`config.mk`:
```
export PLATFORM = sky130hd
export DESIGN_NAME = uart_irq_ident
export DESIGN_NICKNAME = d
export VERILOG_FILES = /design/src/rtl/uart_irq_pkg.sv /design/src/rtl/uirq_fifo_ctrl.sv /design/src/rtl/uirq_rx_timeout.sv /design/src/rtl/uirq_thre_track.sv /design/src/rtl/uirq_prio.sv /design/src/rtl/uart_irq_ident.sv
export SDC_FILE = /design/constraint.sdc
export NUM_CORES = 1
export LEC_CHECK = 0
export ABC_AREA = 1
export BUFFER_PORTS_ARGS = -buffer_cell sky130_fd_sc_hd__buf_2
export CORE_ASPECT_RATIO = 0.8
export CORE_UTILIZATION = 35
export CTS_CLUSTER_SIZE = 28
export DETAILED_ROUTE_END_ITERATION = 6
export HOLD_SLACK_MARGIN = 0.1
export PLACE_DENSITY = 0.67
export SLEW_MARGIN = 10
export SYNTH_ARGS = -nofsm -noshare
export SYNTH_HDL_FRONTEND = slang
export SYNTH_HIERARCHICAL = 1
export SYNTH_SLANG_ARGS = --single-unit
```
`constraint.sdc`:
```
create_clock -name clk -period 3.9 [get_ports clk]
set_clock_uncertainty 0.2 [all_clocks]
set_input_delay 0.39 -clock clk [delete_from_list [all_inputs] [get_ports clk]]
set_output_delay 0.39 -clock clk [all_outputs]
set_load 0.05 [all_outputs]
```
`src/rtl/uart_irq_pkg.sv`:
```
package uart_irq_pkg;
  typedef enum logic [1:0] {
    CAUSE_MODEM = 2'b00,
    CAUSE_TX    = 2'b01,
    CAUSE_RX    = 2'b10,
    CAUSE_LINE  = 2'b11
  } cause_e;

  function automatic int trig_bytes(input logic [1:0] sel);
    case (sel)
      2'b00:   return 1;
      2'b01:   return 4;
      2'b10:   return 8;
      default: return 14;
    endcase
  endfunction
endpackage

```
`src/rtl/uirq_fifo_ctrl.sv`:
```
module uirq_fifo_ctrl (
  input  logic       clk,
  input  logic       rst_n,
  input  logic       fcr_wr,
  input  logic [7:0] fcr_wdata,
  output logic       fifo_en,
  output logic [1:0] trig_sel,
  output logic       rx_rst,
  output logic       tx_rst
);
  always_ff @(posedge clk or negedge rst_n) begin
    if (!rst_n) begin
      fifo_en  <= 1'b0;
      trig_sel <= 2'b00;
      rx_rst   <= 1'b0;
      tx_rst   <= 1'b0;
    end else begin
      rx_rst <= fcr_wr & fcr_wdata[1];
      tx_rst <= fcr_wr & fcr_wdata[2];
      if (fcr_wr) begin
        fifo_en  <= fcr_wdata[0];
        trig_sel <= fcr_wdata[7:6];
      end
    end
  end
endmodule

```
`src/rtl/uirq_rx_timeout.sv`:
```
module uirq_rx_timeout #(
  parameter int LVL_W    = 5,
  parameter int TO_CHARS = 4
) (
  input  logic             clk,
  input  logic             rst_n,
  input  logic             fifo_en,
  input  logic [LVL_W-1:0] rx_level,
  input  logic             rx_push,
  input  logic             rx_pop,
  input  logic             char_tick,
  output logic             timed_out
);
  localparam int CNT_W = $clog2(TO_CHARS + 1);
  localparam logic [CNT_W-1:0] LAST = CNT_W'(TO_CHARS - 1);

  logic [CNT_W-1:0] cnt;
  logic             restart;

  assign restart = !fifo_en || (rx_level == '0) || rx_push || rx_pop;

  always_ff @(posedge clk or negedge rst_n) begin
    if (!rst_n) begin
      cnt       <= '0;
      timed_out <= 1'b0;
    end else if (restart) begin
      cnt       <= '0;
      timed_out <= 1'b0;
    end else if (char_tick && !timed_out) begin
      if (cnt == LAST) timed_out <= 1'b1;
      else             cnt <= cnt + 1'b1;
    end
  end
endmodule

```
`src/rtl/uirq_thre_track.sv`:
```
module uirq_thre_track (
  input  logic clk,
  input  logic rst_n,
  input  logic thr_empty,
  input  logic arm,
  input  logic clear,
  output logic pend
);
  logic empty_q;
  logic set;

  assign set = (thr_empty & ~empty_q) | arm;

  always_ff @(posedge clk or negedge rst_n) begin
    if (!rst_n) begin
      empty_q <= 1'b0;
      pend    <= 1'b0;
    end else begin
      empty_q <= thr_empty;
      pend    <= (pend | set) & ~clear;
    end
  end
endmodule

```
`src/rtl/uirq_prio.sv`:
```
module uirq_prio
  import uart_irq_pkg::*;
(
  input  logic       line_req,
  input  logic       rx_req,
  input  logic       to_req,
  input  logic       tx_req,
  input  logic       ms_req,
  input  logic       fifo_en,
  output cause_e     code,
  output logic       pending,
  output logic [7:0] ident
);
  logic to_bit;

  always_comb begin
    pending = 1'b1;
    to_bit  = 1'b0;
    if (line_req) begin
      code = CAUSE_LINE;
    end else if (rx_req || to_req) begin
      code   = CAUSE_RX;
      to_bit = to_req;
    end else if (tx_req) begin
      code = CAUSE_TX;
    end else begin
      code    = CAUSE_MODEM;
      pending = ms_req;
    end
  end

  assign ident = {{2{fifo_en}}, 2'b00, to_bit, code, ~pending};
endmodule

```
`src/rtl/uart_irq_ident.sv`:
```
module uart_irq_ident
  import uart_irq_pkg::*;
#(
  parameter int DEPTH    = 16,
  parameter int TO_CHARS = 4,
  parameter int LVL_W    = $clog2(DEPTH + 1)
) (
  input  logic             clk,
  input  logic             rst_n,
  input  logic             ier_wr,
  input  logic [7:0]       ier_wdata,
  output logic [7:0]       ier_q,
  input  logic             fcr_wr,
  input  logic [7:0]       fcr_wdata,
  output logic             fifo_en,
  output logic             rx_fifo_rst,
  output logic             tx_fifo_rst,
  input  logic [LVL_W-1:0] rx_level,
  input  logic             rx_push,
  input  logic             rx_pop,
  input  logic             char_tick,
  input  logic             thr_empty,
  input  logic             thr_wr,
  input  logic [3:0]       line_err,
  input  logic [3:0]       modem_delta,
  input  logic             out2,
  input  logic             iir_rd,
  output logic [7:0]       ident,
  output logic             irq
);
  logic [3:0] en_q;
  logic [1:0] trig_sel;
  logic       timed_out;
  logic       thre_pend;
  logic       pending;
  cause_e     code;
  logic       rx_at_trig;
  int         thresh;

  always_ff @(posedge clk or negedge rst_n) begin
    if (!rst_n)      en_q <= 4'h0;
    else if (ier_wr) en_q <= ier_wdata[3:0];
  end
  assign ier_q = {4'h0, en_q};

  uirq_fifo_ctrl u_fctl (
    .clk, .rst_n, .fcr_wr, .fcr_wdata,
    .fifo_en, .trig_sel, .rx_rst(rx_fifo_rst), .tx_rst(tx_fifo_rst)
  );

  uirq_rx_timeout #(.LVL_W(LVL_W), .TO_CHARS(TO_CHARS)) u_to (
    .clk, .rst_n, .fifo_en, .rx_level, .rx_push, .rx_pop, .char_tick,
    .timed_out
  );

  assign thresh     = fifo_en ? trig_bytes(trig_sel) : 1;
  assign rx_at_trig = int'(rx_level) >= thresh;

  uirq_thre_track u_thre (
    .clk, .rst_n, .thr_empty,
    .arm(ier_wr & ier_wdata[1] & ~en_q[1] & thr_empty),
    .clear(thr_wr | (iir_rd & pending & (code == CAUSE_TX))),
    .pend(thre_pend)
  );

  uirq_prio u_prio (
    .line_req(en_q[2] & (|line_err)),
    .rx_req(en_q[0] & rx_at_trig),
    .to_req(en_q[0] & timed_out),
    .tx_req(en_q[1] & thre_pend),
    .ms_req(en_q[3] & (|modem_delta)),
    .fifo_en, .code, .pending, .ident
  );

  assign irq = pending & out2;
endmodule

```
==> flow_results.org <==
** Status
- The flow ran to the end, and the final reports show no timing, DRC or antenna violations.

** Hold path
- Hold Path Origin :: fcr_wdata[6]
- The path class of the tightest hold or removal check is in2reg.
- For hold timing, the worst endpoint is u_fctl/trig_sel[0].
- Hold Path Stages :: 3

** Placed design
- Dpl hpwl :: 1570 um
- The congestion estimate from routability-driven global placement came to roughly 0.77.
- In this run the tool buffered the top-level ports with 46 buffer cells.

** Timing
- The worst path uses roughly 67% of the clock period.
- For this run, the top clock speed supported by timing is roughly 380 MHz.
- Setup repair after global routing left no endpoint under its margin.
- Hold_ws :: between 0.1 and 0.15 ns
- Setup violations remaining at the end of the flow were counted as 0.
- The final count of hold timing violations is 0.
- Final TNS setup :: 0 ns
- Period minus WS final :: approximately 2.6 ns
- Slew Limit Fails :: 0

** Detailed routing
- Summing over every cut layer, the via total after detailed routing is 934.
- For this block, the routed nets add up to 1940 um of wire.
- For this run, the detailed router's first-pass iteration total came to 4.
- Residual DRC :: 0
- For this block, the initial DRC count from the detailed router was 43.
- Dividing the detail-routed wire length by the instance count gives 8.94 um.
- After detailed routing, the number of vias per cell comes to 4.30.
- Final antenna-violating net count :: 0

** Yosys
- Sorting the synthesized cells by area gives the leading types as sky130_fd_sc_hd__dfrtp_1, sky130_fd_sc_hd__nand2_1, sky130_fd_sc_hd__inv_1.
- By count the netlist is led by sky130_fd_sc_hd__nand2_1, sky130_fd_sc_hd__inv_1, sky130_fd_sc_hd__dfrtp_1, sky130_fd_sc_hd__nor2_1, sky130_fd_sc_hd__buf_4.
- After synthesis, flip-flops and latches occupy 38.7% of the total area.
- A synthesized cell averages 7.29 um^2.
- Most common cell in the netlist :: sky130_fd_sc_hd__nand2_1
- Primary FF master, synth :: sky130_fd_sc_hd__dfrtp_1
- Xor-xnor portion of the synthesized cell area :: 0%
- The largest total area in the synthesized netlist belongs to sky130_fd_sc_hd__dfrtp_1.
- Number of library cell types mapped by synthesis :: 17
- During synthesis, Yosys emitted a total of 6 warnings.
- The synthesized netlist devotes 7.74% of its cell area to adder and majority cells.
- Counting flops and latches in the post-synthesis netlist gives 15.
- Of the post-synthesis cell area, the dominant cell type holds between 30 and 40%.
- Count of flip-flops with a built-in enable after synthesis :: 0
- Measured against the total synthesized area, the mux share comes to 0%.
- Async S/R FF share, synth :: 100%
- The cell count after synthesis came out at 133.
- Compound-Gate Fraction of Synth Area :: under 10%
- The synthesized netlist devotes around 27% of its cell area to simple gates.
- Combinational family with the most area after synthesis :: simple AND/OR/NAND/NOR gates
- The cell area that synthesis handed to floorplanning was slightly below 0.001 mm^2.

** Global routing
- The total overflow left after global routing is 0.
- Maximum number of pins on one net before global-route repair :: 16
- The first global-routing pass estimated ~3300 um of wire.
- Global routing consumed, over all layers together, between 10% and 20% of the routing resources.
- Number of antenna violations at the first check in global routing :: 0
- The number of global-route vias before repair came to 845.

** Worst setup path
- At the worst endpoint, the required time is between 3 and 4 ns.
- Critical R2R Capture :: u_thre/pend
- The critical path is of the reg2out type.
- Beginning of the worst register-to-register path :: u_fctl/fifo_en
- Type of destination of the critical path :: output port
- Arrival time at the worst endpoint :: roughly 2.0 ns
- Critical path startpoint category :: flop
- For the worst flop-to-flop path, the logic depth is 12.
- Launch point of the critical path :: u_fctl/fifo_en
- Worst Path Max Fanout :: 9
- Reg-to-reg setup timing slack :: approximately 1.9 ns

** Power
- Per report_power, the sequential group accounts for 43.5% of the total.
- Overall power consumption after layout is estimated at 395 uW.
- Power per unit of standard cell area :: 315 mW/mm^2
- The internal portion of the total power is ~240 uW.
- Net switching power :: 150 uW
- Leak Pwr :: 0.000740 uW
- Of the total power, the clock network draws between 20% and 30%.
- Combinational share of power :: 35.0%
- Switching share of power :: 38.1%
- Across the VDD grid, the largest voltage drop is 0.170 mV.

** Clocking
- TritonCTS Sinks :: 15
- After clock tree synthesis, the clock-pin slew on the worst setup and hold paths is ~0.08 ns.
- Number of buffers between clock root and the deepest sink :: 2
- Cts bufs inserted :: 3
- Insertion delay to the later sink of the worst-skew pair :: 0.27 ns
- The root buffer cell chosen for the clock tree is sky130_fd_sc_hd__clkbuf_4.
- Number of H-tree branching levels :: 1
- TritonCTS clock tree :: built

** Floorplan
- For this design the top-level I/O count stands at 60.
- Placeable core region :: 0.00254 mm^2
- Once the floorplan was initialized, standard cells occupied between 30% and 40% of the core.
- Floorplan die area :: about 0.003 mm^2
- FP Rows :: 16
- Height of the die :: between 40 and 50 um
- Die W :: about 61 um

** Flow run
- Across the run, the number of max-cap violations was 0.

** Cells and area
- Ratio of cells with drive above 1 in the final layout :: between 30 and 40%
- The repair_antennas step left the layout with diodes totalling 0.
- Compared with the post-synthesis result, the final layout area differs by 29.3%.
- The net count of the finished layout is 228.
- For this run, the share of the core covered by cells in the final layout is 49.3%.
==> critical path, cell delays in order (launching register included) <==
cell	delay, ns
sky130_fd_sc_hd__dfrtp_1	0.48
sky130_fd_sc_hd__nand2_1	0.09
sky130_fd_sc_hd__ha_1	0.29
sky130_fd_sc_hd__nand2_1	0.08
sky130_fd_sc_hd__nor2_2	0.08
sky130_fd_sc_hd__nand2_1	0.06
sky130_fd_sc_hd__a21oi_1	0.17
sky130_fd_sc_hd__nor2_2	0.07
sky130_fd_sc_hd__nand3_1	0.10
sky130_fd_sc_hd__nand2_1	0.05
sky130_fd_sc_hd__inv_1	0.05
sky130_fd_sc_hd__buf_2	0.25
==> placed cells by master, fill, tap and decap left out, types with 4 or more instances in the layout <==
master,n
sky130_fd_sc_hd__dlygate4sd3_1,5
sky130_fd_sc_hd__nor2_1,14
sky130_fd_sc_hd__buf_2,46
sky130_fd_sc_hd__o21ai_0,5
sky130_fd_sc_hd__nand3_1,4
sky130_fd_sc_hd__nand2_1,34
sky130_fd_sc_hd__inv_1,23
sky130_fd_sc_hd__dfrtp_1,15
sky130_fd_sc_hd__ha_1,6
sky130_fd_sc_hd__a21oi_1,8
sky130_fd_sc_hd__conb_1,6
==> routing by layer <==
metal	vias up	track usage, %	part of all wire, %
met2	35	24.4	51
li1	487	-	-
met3	2	4.77	5.5
met5	-	0	0
met4	0	3.03	0.36
met1	410	18.1	43
==> cell type report <==
cell class	count	area (um^2)
clock buffer	4	26.3
fill	267	1290
inverter	24	90.1
multi-input combinational	87	437
sequential	15	375
tap	36	45.0
timing repair buffer	51	280
==> registers in the layout, summed over array words and instances, names as in the netlist <==
name / count
u_fctl/trig_sel: 2
u_to/cnt: 3
u_thre/empty_q: 1
u_to/timed_out: 1
en_q: 4
u_fctl/rx_rst: 1
u_fctl/fifo_en: 1
u_fctl/tx_rst: 1
u_thre/pend: 1
==> repair_timing <==
action,4_1_cts,5_1_grt
buffers inserted,0,0
hold buffers,5,0
endpoints found under the hold margin,19,0
gates resized for setup,0,0
==> kinds of logic after synthesis <==
| logic type | Yosys count |
|---|---|
| fa+ha+maj | 6 |
| buf+inv | 35 |
| simple gates | 61 |
| compound gates | 14 |
| other cells | 2 |
| flops | 15 |
==> stage by stage <==
stage,cell area (um^2),setup slack [ns],instances
after floorplan,985,1.30,137
after detailed placement,1180,1.56,208
after global placement,1180,1.60,208
final,1250,1.28,217
after global routing,1250,1.10,217
after CTS,1250,1.23,217
==> power by group through the flow <==
stage                     logic, uW  clock network, uW  registers [uW]
after detailed placement        135                  0             175
final                           138               84.8             172
after global routing            151               95.7             173
after floorplan                84.6                  0             194
after CTS                       139               88.7             172
after global placement          132                  0             175
==> worst max path at each step <==
stage               endpoint  slack (ns)  cells after the start
detailed placement       irq        1.56                     11
floorplan           ident[0]        1.30                      9
finish                   irq        1.28                     11
CTS                      irq        1.23                     11
global route             irq        1.10                     11
global placement         irq        1.60                     11
No activity file was read; power rests on OpenSTA's default activity.
